`config.mk`:
```
export PLATFORM = sky130hd
export DESIGN_NAME = acc_and_unit
export DESIGN_NICKNAME = d
export VERILOG_FILES = /design/src/rtl/acc_and_pkg.sv /design/src/rtl/acc_and_regfile.sv /design/src/rtl/acc_and_alu.sv /design/src/rtl/acc_and_seq.sv /design/src/rtl/acc_and_unit.sv
export SDC_FILE = /design/constraint.sdc
export NUM_CORES = 1
export LEC_CHECK = 0
export CORE_MARGIN = 10
export CORE_UTILIZATION = 45
export CTS_BUF_LIST = sky130_fd_sc_hd__clkbuf_4
export CTS_CLUSTER_DIAMETER = 150
export DETAILED_ROUTE_END_ITERATION = 8
export GPL_TIMING_DRIVEN = 0
export PLACE_DENSITY = 0.75
export RECOVER_POWER = 100
export SYNTH_ARGS = -nofsm -noshare
export SYNTH_HDL_FRONTEND = slang
export SYNTH_SLANG_ARGS = --single-unit
```
`constraint.sdc`:
```
create_clock -name clk -period 9.03 [get_ports clk]
set_clock_uncertainty 0.2 [all_clocks]
set_input_delay 1.3545 -clock clk [delete_from_list [all_inputs] [get_ports clk]]
set_output_delay 1.3545 -clock clk [all_outputs]
set_load 0.03 [all_outputs]
```
`src/rtl/acc_and_pkg.sv`:
```
`timescale 1ns/1ps
package acc_and_pkg;
  localparam int ACC_DW = 16;

  typedef logic [ACC_DW-1:0] word_t;

  typedef enum logic [1:0] {
    SRC_MEM     = 2'd0,
    SRC_IMM     = 2'd1,
    SRC_ACC     = 2'd2,
    SRC_ACC_ALT = 2'd3
  } src_e;

  function automatic logic is_acc_src(src_e f);
    return (f == SRC_ACC) || (f == SRC_ACC_ALT);
  endfunction

  function automatic logic [1:0] words_of(src_e f);
    return (f == SRC_IMM) ? 2'd2 : 2'd1;
  endfunction

  // AND of the two selected operands; memory source is always two-operand.
  function automatic word_t and_exec(src_e f, logic three, logic inva, logic invb,
                                     word_t at, word_t as, word_t mem, word_t imm);
    word_t lhs;
    word_t rhs;
    word_t as_m;
    logic  use3;
    use3 = three && (f != SRC_MEM);
    as_m = as ^ {ACC_DW{inva}};
    lhs  = use3 ? as_m : at;
    case (f)
      SRC_MEM: rhs = mem;
      SRC_IMM: rhs = imm;
      default: rhs = use3 ? (at ^ {ACC_DW{invb}}) : as_m;
    endcase
    return lhs & rhs;
  endfunction
endpackage

```
`src/rtl/acc_and_regfile.sv`:
```
`timescale 1ns/1ps
module acc_and_regfile #(
  parameter int NUM_ACC = 4,
  parameter int DW      = 16,
  parameter int NRD     = 3,
  localparam int IW     = $clog2(NUM_ACC)
) (
  input  logic                     clk,
  input  logic                     rst_n,
  input  logic                     we,
  input  logic [IW-1:0]            widx,
  input  logic [DW-1:0]            wdata,
  input  logic [NRD-1:0][IW-1:0]   rd_idx,
  output logic [NRD-1:0][DW-1:0]   rd_data
);
  logic [DW-1:0] acc_q [NUM_ACC];

  always_ff @(posedge clk or negedge rst_n) begin
    if (!rst_n) begin
      for (int i = 0; i < NUM_ACC; i++) acc_q[i] <= '0;
    end else if (we) begin
      acc_q[widx] <= wdata;
    end
  end

  for (genvar g = 0; g < NRD; g++) begin : g_rd
    assign rd_data[g] = acc_q[rd_idx[g]];
  end
endmodule

```
`src/rtl/acc_and_alu.sv`:
```
`timescale 1ns/1ps
module acc_and_alu
  import acc_and_pkg::*;
(
  input  src_e  form,
  input  logic  three,
  input  logic  inv_a,
  input  logic  inv_b,
  input  word_t acc_tgt,
  input  word_t acc_src,
  input  word_t mem_data,
  input  word_t imm,
  output word_t result,
  output logic  sign,
  output logic  zero
);
  always_comb begin
    result = and_exec(form, three, inv_a, inv_b, acc_tgt, acc_src, mem_data, imm);
    sign   = result[ACC_DW-1];
    zero   = (result == '0);
  end
endmodule

```
`src/rtl/acc_and_seq.sv`:
```
`timescale 1ns/1ps
module acc_and_seq #(
  parameter int CNT_W = 8,
  localparam int BW   = CNT_W + 1
) (
  input  logic             clk,
  input  logic             rst_n,
  input  logic             start,
  input  logic             start_rpt,
  input  logic [CNT_W-1:0] start_n,
  output logic             busy,
  output logic             iter_go
);
  logic [BW-1:0]    busy_cnt;
  logic [CNT_W-1:0] iter_left;

  always_ff @(posedge clk or negedge rst_n) begin
    if (!rst_n) begin
      busy_cnt  <= '0;
      iter_left <= '0;
    end else if (start) begin
      busy_cnt  <= start_rpt ? BW'(start_n) + BW'(2) : '0;
      iter_left <= start_rpt ? start_n - CNT_W'(1) : '0;
    end else if (busy_cnt != '0) begin
      busy_cnt <= busy_cnt - BW'(1);
      if (iter_left != '0) iter_left <= iter_left - CNT_W'(1);
    end
  end

  assign busy    = (busy_cnt != '0);
  assign iter_go = (iter_left != '0);

  // pending iterations only while the unit is holding off new work
  assert_iter_in_busy_R8: assert property (@(posedge clk) disable iff (!rst_n)
    iter_go |-> busy);
  // busy time begins only from an accepted operation
  assert_busy_from_start_R8: assert property (@(posedge clk) disable iff (!rst_n)
    $rose(busy) |-> $past(start));
endmodule

```
`src/rtl/acc_and_unit.sv`:
```
`timescale 1ns/1ps
module acc_and_unit
  import acc_and_pkg::*;
#(
  parameter int NUM_ACC = 4,
  parameter int CNT_W   = 8,
  parameter int PC_W    = 16,
  localparam int IW     = $clog2(NUM_ACC),
  localparam int CYC_W  = CNT_W + 2
) (
  input  logic             clk,
  input  logic             rst_n,
  input  logic             op_valid,
  output logic             op_ready,
  input  logic [1:0]       op_src_sel,
  input  logic             op_three,
  input  logic             op_next,
  input  logic             op_inv_a,
  input  logic             op_inv_b,
  input  logic [IW-1:0]    op_dest,
  input  logic [IW-1:0]    op_src,
  input  logic [ACC_DW-1:0] op_mem_data,
  input  logic             op_mem_tag,
  input  logic [ACC_DW-1:0] op_imm,
  input  logic             op_rpt,
  input  logic [CNT_W-1:0] op_rpt_cnt,
  input  logic             ld_en,
  input  logic [IW-1:0]    ld_idx,
  input  logic [ACC_DW-1:0] ld_data,
  input  logic [IW-1:0]    obs_idx,
  output logic [ACC_DW-1:0] obs_data,
  output logic             res_valid,
  output logic [IW-1:0]    res_acc,
  output logic [ACC_DW-1:0] res_data,
  output logic             flag_of,
  output logic             flag_sf,
  output logic             flag_zf,
  output logic             flag_cf,
  output logic             flag_tag,
  output logic [1:0]       instr_words,
  output logic [CYC_W-1:0] instr_cycles,
  output logic [PC_W-1:0]  pc
);
  // ---------------- named internal events
  logic busy, iter_go, accept, exec, rf_we;
  src_e in_form, cur_form;
  logic [IW-1:0] in_tgt, cur_tgt, cur_src, rf_widx;
  logic cur_three, cur_inv_a, cur_inv_b;
  logic is_rpt;
  logic [CNT_W-1:0] n_eff;
  word_t alu_res, rf_wdata;
  logic  alu_sign, alu_zero;
  logic [2:0][IW-1:0]     rd_idx;
  logic [2:0][ACC_DW-1:0] rd_data;

  // latched operation for repeat iterations
  src_e          l_form;
  logic          l_three, l_inv_a, l_inv_b;
  logic [IW-1:0] l_tgt, l_src;

  assign in_form  = src_e'(op_src_sel);
  assign in_tgt   = op_next ? (op_dest ^ IW'(1)) : op_dest;
  assign op_ready = !busy;
  assign accept   = op_valid && !busy;
  assign exec     = accept || iter_go;
  assign is_rpt   = op_rpt && is_acc_src(in_form);
  assign n_eff    = (op_rpt_cnt == '0) ? CNT_W'(1) : op_rpt_cnt;

  assign cur_form  = busy ? l_form  : in_form;
  assign cur_three = busy ? l_three : op_three;
  assign cur_inv_a = busy ? l_inv_a : op_inv_a;
  assign cur_inv_b = busy ? l_inv_b : op_inv_b;
  assign cur_tgt   = busy ? l_tgt   : in_tgt;
  assign cur_src   = busy ? l_src   : op_src;

  assign rd_idx[0] = cur_tgt;
  assign rd_idx[1] = cur_src;
  assign rd_idx[2] = obs_idx;
  assign obs_data  = rd_data[2];

  assign rf_we    = exec || (ld_en && !busy && !accept);
  assign rf_widx  = exec ? cur_tgt : ld_idx;
  assign rf_wdata = exec ? alu_res : ld_data;

  acc_and_regfile #(.NUM_ACC(NUM_ACC), .DW(ACC_DW), .NRD(3)) u_rf (
    .clk(clk), .rst_n(rst_n), .we(rf_we), .widx(rf_widx), .wdata(rf_wdata),
    .rd_idx(rd_idx), .rd_data(rd_data)
  );

  acc_and_alu u_alu (
    .form(cur_form), .three(cur_three), .inv_a(cur_inv_a), .inv_b(cur_inv_b),
    .acc_tgt(rd_data[0]), .acc_src(rd_data[1]), .mem_data(op_mem_data),
    .imm(op_imm), .result(alu_res), .sign(alu_sign), .zero(alu_zero)
  );

  acc_and_seq #(.CNT_W(CNT_W)) u_seq (
    .clk(clk), .rst_n(rst_n), .start(accept), .start_rpt(is_rpt),
    .start_n(n_eff), .busy(busy), .iter_go(iter_go)
  );

  always_ff @(posedge clk or negedge rst_n) begin
    if (!rst_n) begin
      l_form  <= SRC_MEM;
      l_three <= 1'b0;
      l_inv_a <= 1'b0;
      l_inv_b <= 1'b0;
      l_tgt   <= '0;
      l_src   <= '0;
    end else if (accept) begin
      l_form  <= in_form;
      l_three <= op_three;
      l_inv_a <= op_inv_a;
      l_inv_b <= op_inv_b;
      l_tgt   <= in_tgt;
      l_src   <= op_src;
    end
  end

  always_ff @(posedge clk or negedge rst_n) begin
    if (!rst_n) begin
      res_valid <= 1'b0;
      res_acc   <= '0;
      res_data  <= '0;
      flag_of   <= 1'b0;
      flag_sf   <= 1'b0;
      flag_zf   <= 1'b0;
      flag_cf   <= 1'b0;
    end else begin
      res_valid <= exec;
      if (exec) begin
        res_acc  <= cur_tgt;
        res_data <= alu_res;
        flag_of  <= 1'b0;
        flag_cf  <= 1'b0;
        flag_sf  <= alu_sign;
        flag_zf  <= alu_zero;
      end
    end
  end

  always_ff @(posedge clk or negedge rst_n) begin
    if (!rst_n) begin
      flag_tag     <= 1'b0;
      instr_words  <= '0;
      instr_cycles <= '0;
      pc           <= '0;
    end else if (accept) begin
      if (in_form == SRC_MEM) flag_tag <= op_mem_tag;
      instr_words  <= words_of(in_form);
      instr_cycles <= is_rpt ? CYC_W'(n_eff) + CYC_W'(3) : CYC_W'(words_of(in_form));
      pc           <= pc + PC_W'(words_of(in_form));
    end
  end

  // flags agree with the value reported as written
  assert_zero_flag_R5: assert property (@(posedge clk) disable iff (!rst_n)
    res_valid |-> (flag_zf == (res_data == '0)) && (flag_sf == res_data[ACC_DW-1]));
  // immediate form advances the program counter by two words
  assert_imm_pc_R7: assert property (@(posedge clk) disable iff (!rst_n)
    (accept && op_src_sel == 2'd1) |=> (pc == $past(pc) + PC_W'(2)));
  // immediate and memory forms never hold the unit busy
  assert_single_no_busy_R9: assert property (@(posedge clk) disable iff (!rst_n)
    (accept && !op_src_sel[1]) |=> !busy);
  // while busy the program counter does not move
  assert_busy_pc_hold_R10: assert property (@(posedge clk) disable iff (!rst_n)
    busy |=> $stable(pc));
  // a reported write follows an operation write
  assert_res_after_exec_R12: assert property (@(posedge clk) disable iff (!rst_n)
    exec |=> res_valid);
endmodule

```
# Word level (Yosys, flattened, before mapping)
# Index checks and enable logic that the tools add are counted.
op_classes:
  bitwise: 8
  n_lt_le_gt_ge: 5
  addsub: 6
  muxes: 34
  reduce_logical: 22
  eq_ne: 4
op_table:
  columns: ["op", "n"]
  rows:
  - ["two-way mux 16 bit", 10]
  - ["binary-select mux 16 bit (select 2 bit)", 3]
  - ["bitwise mux 64 bit", 1]
  - ["two-way mux 8 bit", 5]
  - ["two-way mux 9 bit", 4]
  - ["demux 16 bit (select 2 bit)", 1]
  - ["case mux 16 bit (2 select lines)", 1]
  - ["bitwise XOR 16 bit", 2]
  - ["adder 8 x 2 -> 9 bit (second input constant)", 2]
  - ["adder 16 x 2 -> 16 bit", 1]
  - ["AND 16 bit", 1]
  - ["logical NOT 16 bit", 1]
  - ["subtractor 8 x 1 -> 8 bit (second input constant)", 2]
  - ["greater-or-equal comparator 3 bit (second input constant)", 4]
  - ["NOT 2 -> 3 bit", 4]
  - ["two-way mux 2 bit", 5]
  - ["nonzero test 9 bit", 1]
  - ["subtractor 9 x 1 -> 9 bit (second input constant)", 1]
  - ["logical NOT 8 bit", 1]
  - ["nonzero test 8 bit", 1]
  - ["logical AND 1 bit", 6]
  - ["nonzero test 2 bit", 3]
  - ["equality test 2 x 1 -> 1 bit (second input constant)", 2]
  - ["equality test 2 bit (second input constant)", 2]
  - ["7 further kinds", 15]
totals:
  word_cells: 100
  output_inout_bits: 69
  inputBits: 76
  ff_bits: 140

# Longest topological paths before layout
depth:
  depth_word: 13
  depth_mapped: 15

# Hierarchy
# From an unflattened synthesis, not the netlist that was laid out.
unflattened:
  hier_cells: 818
  hier_area_um2: 8743.4
by_module_without_submodules:
  columns: ["mod", "seq_area_each_um2", "area_each_um2", "n_inst", "cells_each"]
  rows:
  - ["acc_and_regfile", 1601.5, 3555.9, 1, 196]
  - ["acc_and_unit", 1451.4, 2808.9, 1, 317]
  - ["acc_and_seq", 425.4, 1345.0, 1, 154]
  - ["acc_and_alu", 0.0, 1033.5, 1, 151]

# Least setup slack after synthesis
# Ideal clock, no wire load.
synth_timing:
  path_kind: "input port to output port"
  from: "input obs_idx[0]"
  to: "output obs_data[10]"
  setup_slack_ns: 4.542
  required_ns: 7.476
  arrival_time_ns: 2.934
  path_buffers: 2
  stages: 3
  path_cell_list: "clkbuf_1 buf_1 mux4_2"
synth_via:
  elab_chain_cells: 4
synth_rtl:
  columns: ["element", "line_no", "source"]
  rows:
  - ["start, declared", "acc_and_unit.sv:30", "input logic [IW-1:0] obs_idx,"]
  - ["NOT 2 -> 3 bit (not written as such)", "acc_and_regfile.sv:27", "assign rd_data[g] = acc_q[rd_idx[g]];"]
  - ["binary-select mux 16 bit (select 2 bit)", "acc_and_regfile.sv:27", null]
  - ["two-way mux 16 bit (not written as such) (2 in a row)", "acc_and_regfile.sv:27", null]
  - ["end, declared", "acc_and_unit.sv:31", "output logic [ACC_DW-1:0] obs_data,"]
# No other way between the ends. The select of a mux whose other input is x is not followed.

# Final worst setup path
layout_timing:
  from: "input op_valid"
  to: "register u_rf.acc_q[30] in the netlist's numbering"
layout_via:
  elab_chain_cells: 9
layout_rtl:
  columns: ["element", "line_no", "source"]
  rows:
  - ["start, declared", "acc_and_unit.sv:13", "input logic op_valid,"]
  - ["logical AND 1 bit (*)", "acc_and_unit.sv:64", "assign accept = op_valid && !busy;"]
  - ["logical OR 1 bit", "acc_and_unit.sv:65", "assign exec = accept || iter_go;"]
  - ["two-way mux 2 bit", "acc_and_unit.sv:82", "assign rf_widx = exec ? cur_tgt : ld_idx;"]
  - ["NOT 2 -> 3 bit (not written as such)", "acc_and_regfile.sv:22", "acc_q[widx] <= wdata;"]
  - ["greater-or-equal comparator 3 bit (not written as such) or less-than comparator 3 x 1 -> 1 bit (tied branches)", "acc_and_regfile.sv:22", null]
  - ["logical AND 1 bit (not written as such)", "acc_and_regfile.sv:22", null]
  - ["two-way mux 16 bit (not written as such)", "acc_and_regfile.sv:22", null]
  - ["demux 16 bit (select 2 bit)", "acc_and_regfile.sv:22", null]
  - ["bitwise mux 64 bit", "acc_and_regfile.sv:22", null]
  - ["end signal, assigned by index", "acc_and_regfile.sv:22", null]
  - ["end, declared", "acc_and_regfile.sv:16", "logic [DW-1:0] acc_q [NUM_ACC];"]
# Every way passes the cells marked *; elsewhere a longest branch is shown, timed or not.
# A chain may end at the register's enable or synchronous reset.

==> metrics <==
worst reg-to-reg setup slack 1.86 ns; most used cell, CP nand2_1; vias in the first global route 9,889; P&R area growth vs syn 19.81%; Period minus WS final 7.563 ns; WL per Instance 23.84 um; Iter 0 DRT Violations 1,203; synthesized flop and latch total 138; Commonest cells post-synth 153 x nand2_1, 138 x dfrtp_1, 77 x nor2_1, 75 x a21oi_1, 66 x nand2b_1; slowest CP cell nor4_1; Site Rows 54; # DRC 0; Crit. End Element register; area of the die 28,270 um^2; CTS Buf Count 17; clock sink count 138; final net count 1,371; first-pass GRT wire length 57,700 um; DR vias/cell 6.430; mapped cell area 9877 um^2; Worst Hold Class reg2reg; final slew viol count 63; Worst path max stage delay 2.53 ns; Final Util 54.56%; Initial Util 45.54%; layout cell share with drive strength beyond 1 8.096%; grt total ovfl 0; number of synthesized flops with an enable pin 0; Worst Path Arrival 7.80 ns; fin worst setup slack 1.467 ns; Worst-Margin Slew 3.305 ns; cell taking the most area after synthesis dfrtp_1; Clock Path Buffers 2; final non-filler cell total 1,579; P_leak 5.079 nW; Post-Route WL 37,650 um; Resized Gates After CTS 0; initial antenna violation count 2; # setup viols final 0; Final Hold Viols 0; startpoint types input port; Inst Count DP 1,546; required time worst endpoint 9.27 ns; Vias 10,150; run status finished, violations left; violated checks capacitance limit, slew limit; fmax 132.2 MHz; pre-CTS WS 3.343 ns; core area 21,690 um^2; Cell Pwr Density 126.6 nW/um^2; worst hold margin 0.2898 ns; max cap viols 3; Post-DP HPWL 26,650 um; CP Cell Sequence dlygate4sd3_1, and3_1, nor4_1, inv_1, nand2_1, a21boi_0, nand3b_1, clkbuf_1, nand2_1, o21ai_0; CP Max Fanout 10; post-route setup TNS 0 ns; sequential fraction of the synthesis area 34.96%; area share of the largest cell type after synthesis 34.96%; H-Tree Level Count 4; Post-DRT Antenna Nets 0; Die Y 168.2 um; syn avg cell area 8.733 um^2; CTS Hold Bufs 0; worst-case vdd ir drop 0.00007253 V; Slew HR -122.4%; Async SR Flop Fraction 100.0%; post-CTS setup repair buffer count 0; period utilization 83.76%; I/O Buffers 132; synth unique cells 72; Clk Latency, worst-skew pair 0.60 ns; count leader, synth nand2_1; largest net degree at the start of global routing 98; number of detailed-route iterations in the first pass 6; Die X 168.2 um; Mapped Cells 1,131; Reg clk slew, reported paths 0.13 ns; GPL Wtd Cong 0.9796; top cells by area, synth dfrtp_1 35%, nand2_1 5.8%, mux4_2 4.8%, nand2b_1 4.2%, a21oi_1 3.8%; synth warn 0; WS Path Type in2reg; gr usage total 25.76%; CTS tree done; RSZ-0062 raised after global routing no; I/O pin cnt 145; CTS Root Cell clkbuf_4; ys flop type dfrtp_1
state kept, by name (all words and copies together) (netlist names), 8 cells and up:
register and cells:
res_data 16, u_rf.acc_q 64, instr_cycles 9, u_seq.busy_cnt 9, pc 16, u_seq.iter_left 8
critical path: cells and delay by family:
family	cells	cell delay, ns
buf+inv	3	1.99
compound gates	2	0.51
simple gates	5	3.92
metal layers:
layer,track usage [%],wire (um),up-vias
met5,0,0,-
met4,14.04,1773,0
met3,7.800,4199,120
met2,38.98,17040,640
met1,32.24,14640,4908
li1,-,-,4485
where the power goes:
| part | internal, mW | switching [mW] | leakage, nW |
|---|---|---|---|
| Sequential | 0.669 | 0.0665 | 1.85 |
| Clock | 0.191 | 0.251 | 0.151 |
| Combinational | 0.143 | 0.178 | 3.08 |
| Total | 1.00 | 0.495 | 5.08 |
cells in the final DEF, fill, tap and decap left out, types with 7 or more instances in the layout:
cell type and count:
a211oi_1 26, a21o_1 13, a21oi_1 75, a221oi_1 7
a22o_1 16, a311oi_1 26, a31oi_1 9, and2_1 8
buf_2 10, buf_4 7, clkbuf_1 67, clkbuf_4 18
clkdlybuf4s50_1 64, dfrtp_1 138, dlygate4sd3_1 67, ha_1 9
inv_1 19, mux2_2 22, mux2i_1 37, mux4_2 21
nand2_1 153, nand2b_1 66, nand3_1 34, nand4_1 41
nor2_1 77, nor3_1 16, o21ai_0 52, o221ai_1 11
o22a_1 8, o22ai_1 10, o31ai_1 7, o32ai_1 8
or4_1 9, xnor2_1 22, xor2_1 22
final timing paths:
check,startpoint,to,cells after the start
max in group asynchronous,rst_n,u_rf.acc_q[46],2
max reg2reg,u_seq.busy_cnt[0],u_rf.acc_q[30],12
min,res_data[11],res_data[11],1
min reg2reg,res_data[11],res_data[11],1
min in group asynchronous,rst_n,u_rf.acc_q[4],1
max,op_valid,u_rf.acc_q[30],10
metrics by stage:
stage          cell area [um^2]  total power, mW
2_1_floorplan              9884           0.9331
3_3_place_gp              11560            1.060
3_5_place_dp              11590            1.069
4_1_cts                   11880            1.507
5_1_grt                   11830            1.570
6_report                  11830            1.498
cell families after synthesis:
kind of cell    after synthesis  share of synthesized area (%)
buf+inv                     109                          4.776
xor+xnor                     44                          3.902
other cells                   1                        0.03797
flops                       138                          34.96
simple gates                438                          22.04
compound gates              307                          21.28
mux                          84                          11.65
fa+ha+maj                    10                          1.343
layout make-up:
cell class	instances	area, um^2
Clock buffer	18	135.1
Sequential cell	138	3453
Tap cell	280	350.3
Clock inverter	13	153.9
Timing Repair Buffer	133	1343
Antenna cell	2	5.005
Multi-Input combinational cell	886	5938
Buffer	90	384.1
Inverter	19	71.32
Fill cell	2054	9854
Note: power is estimated with default switching activity, not from simulation.
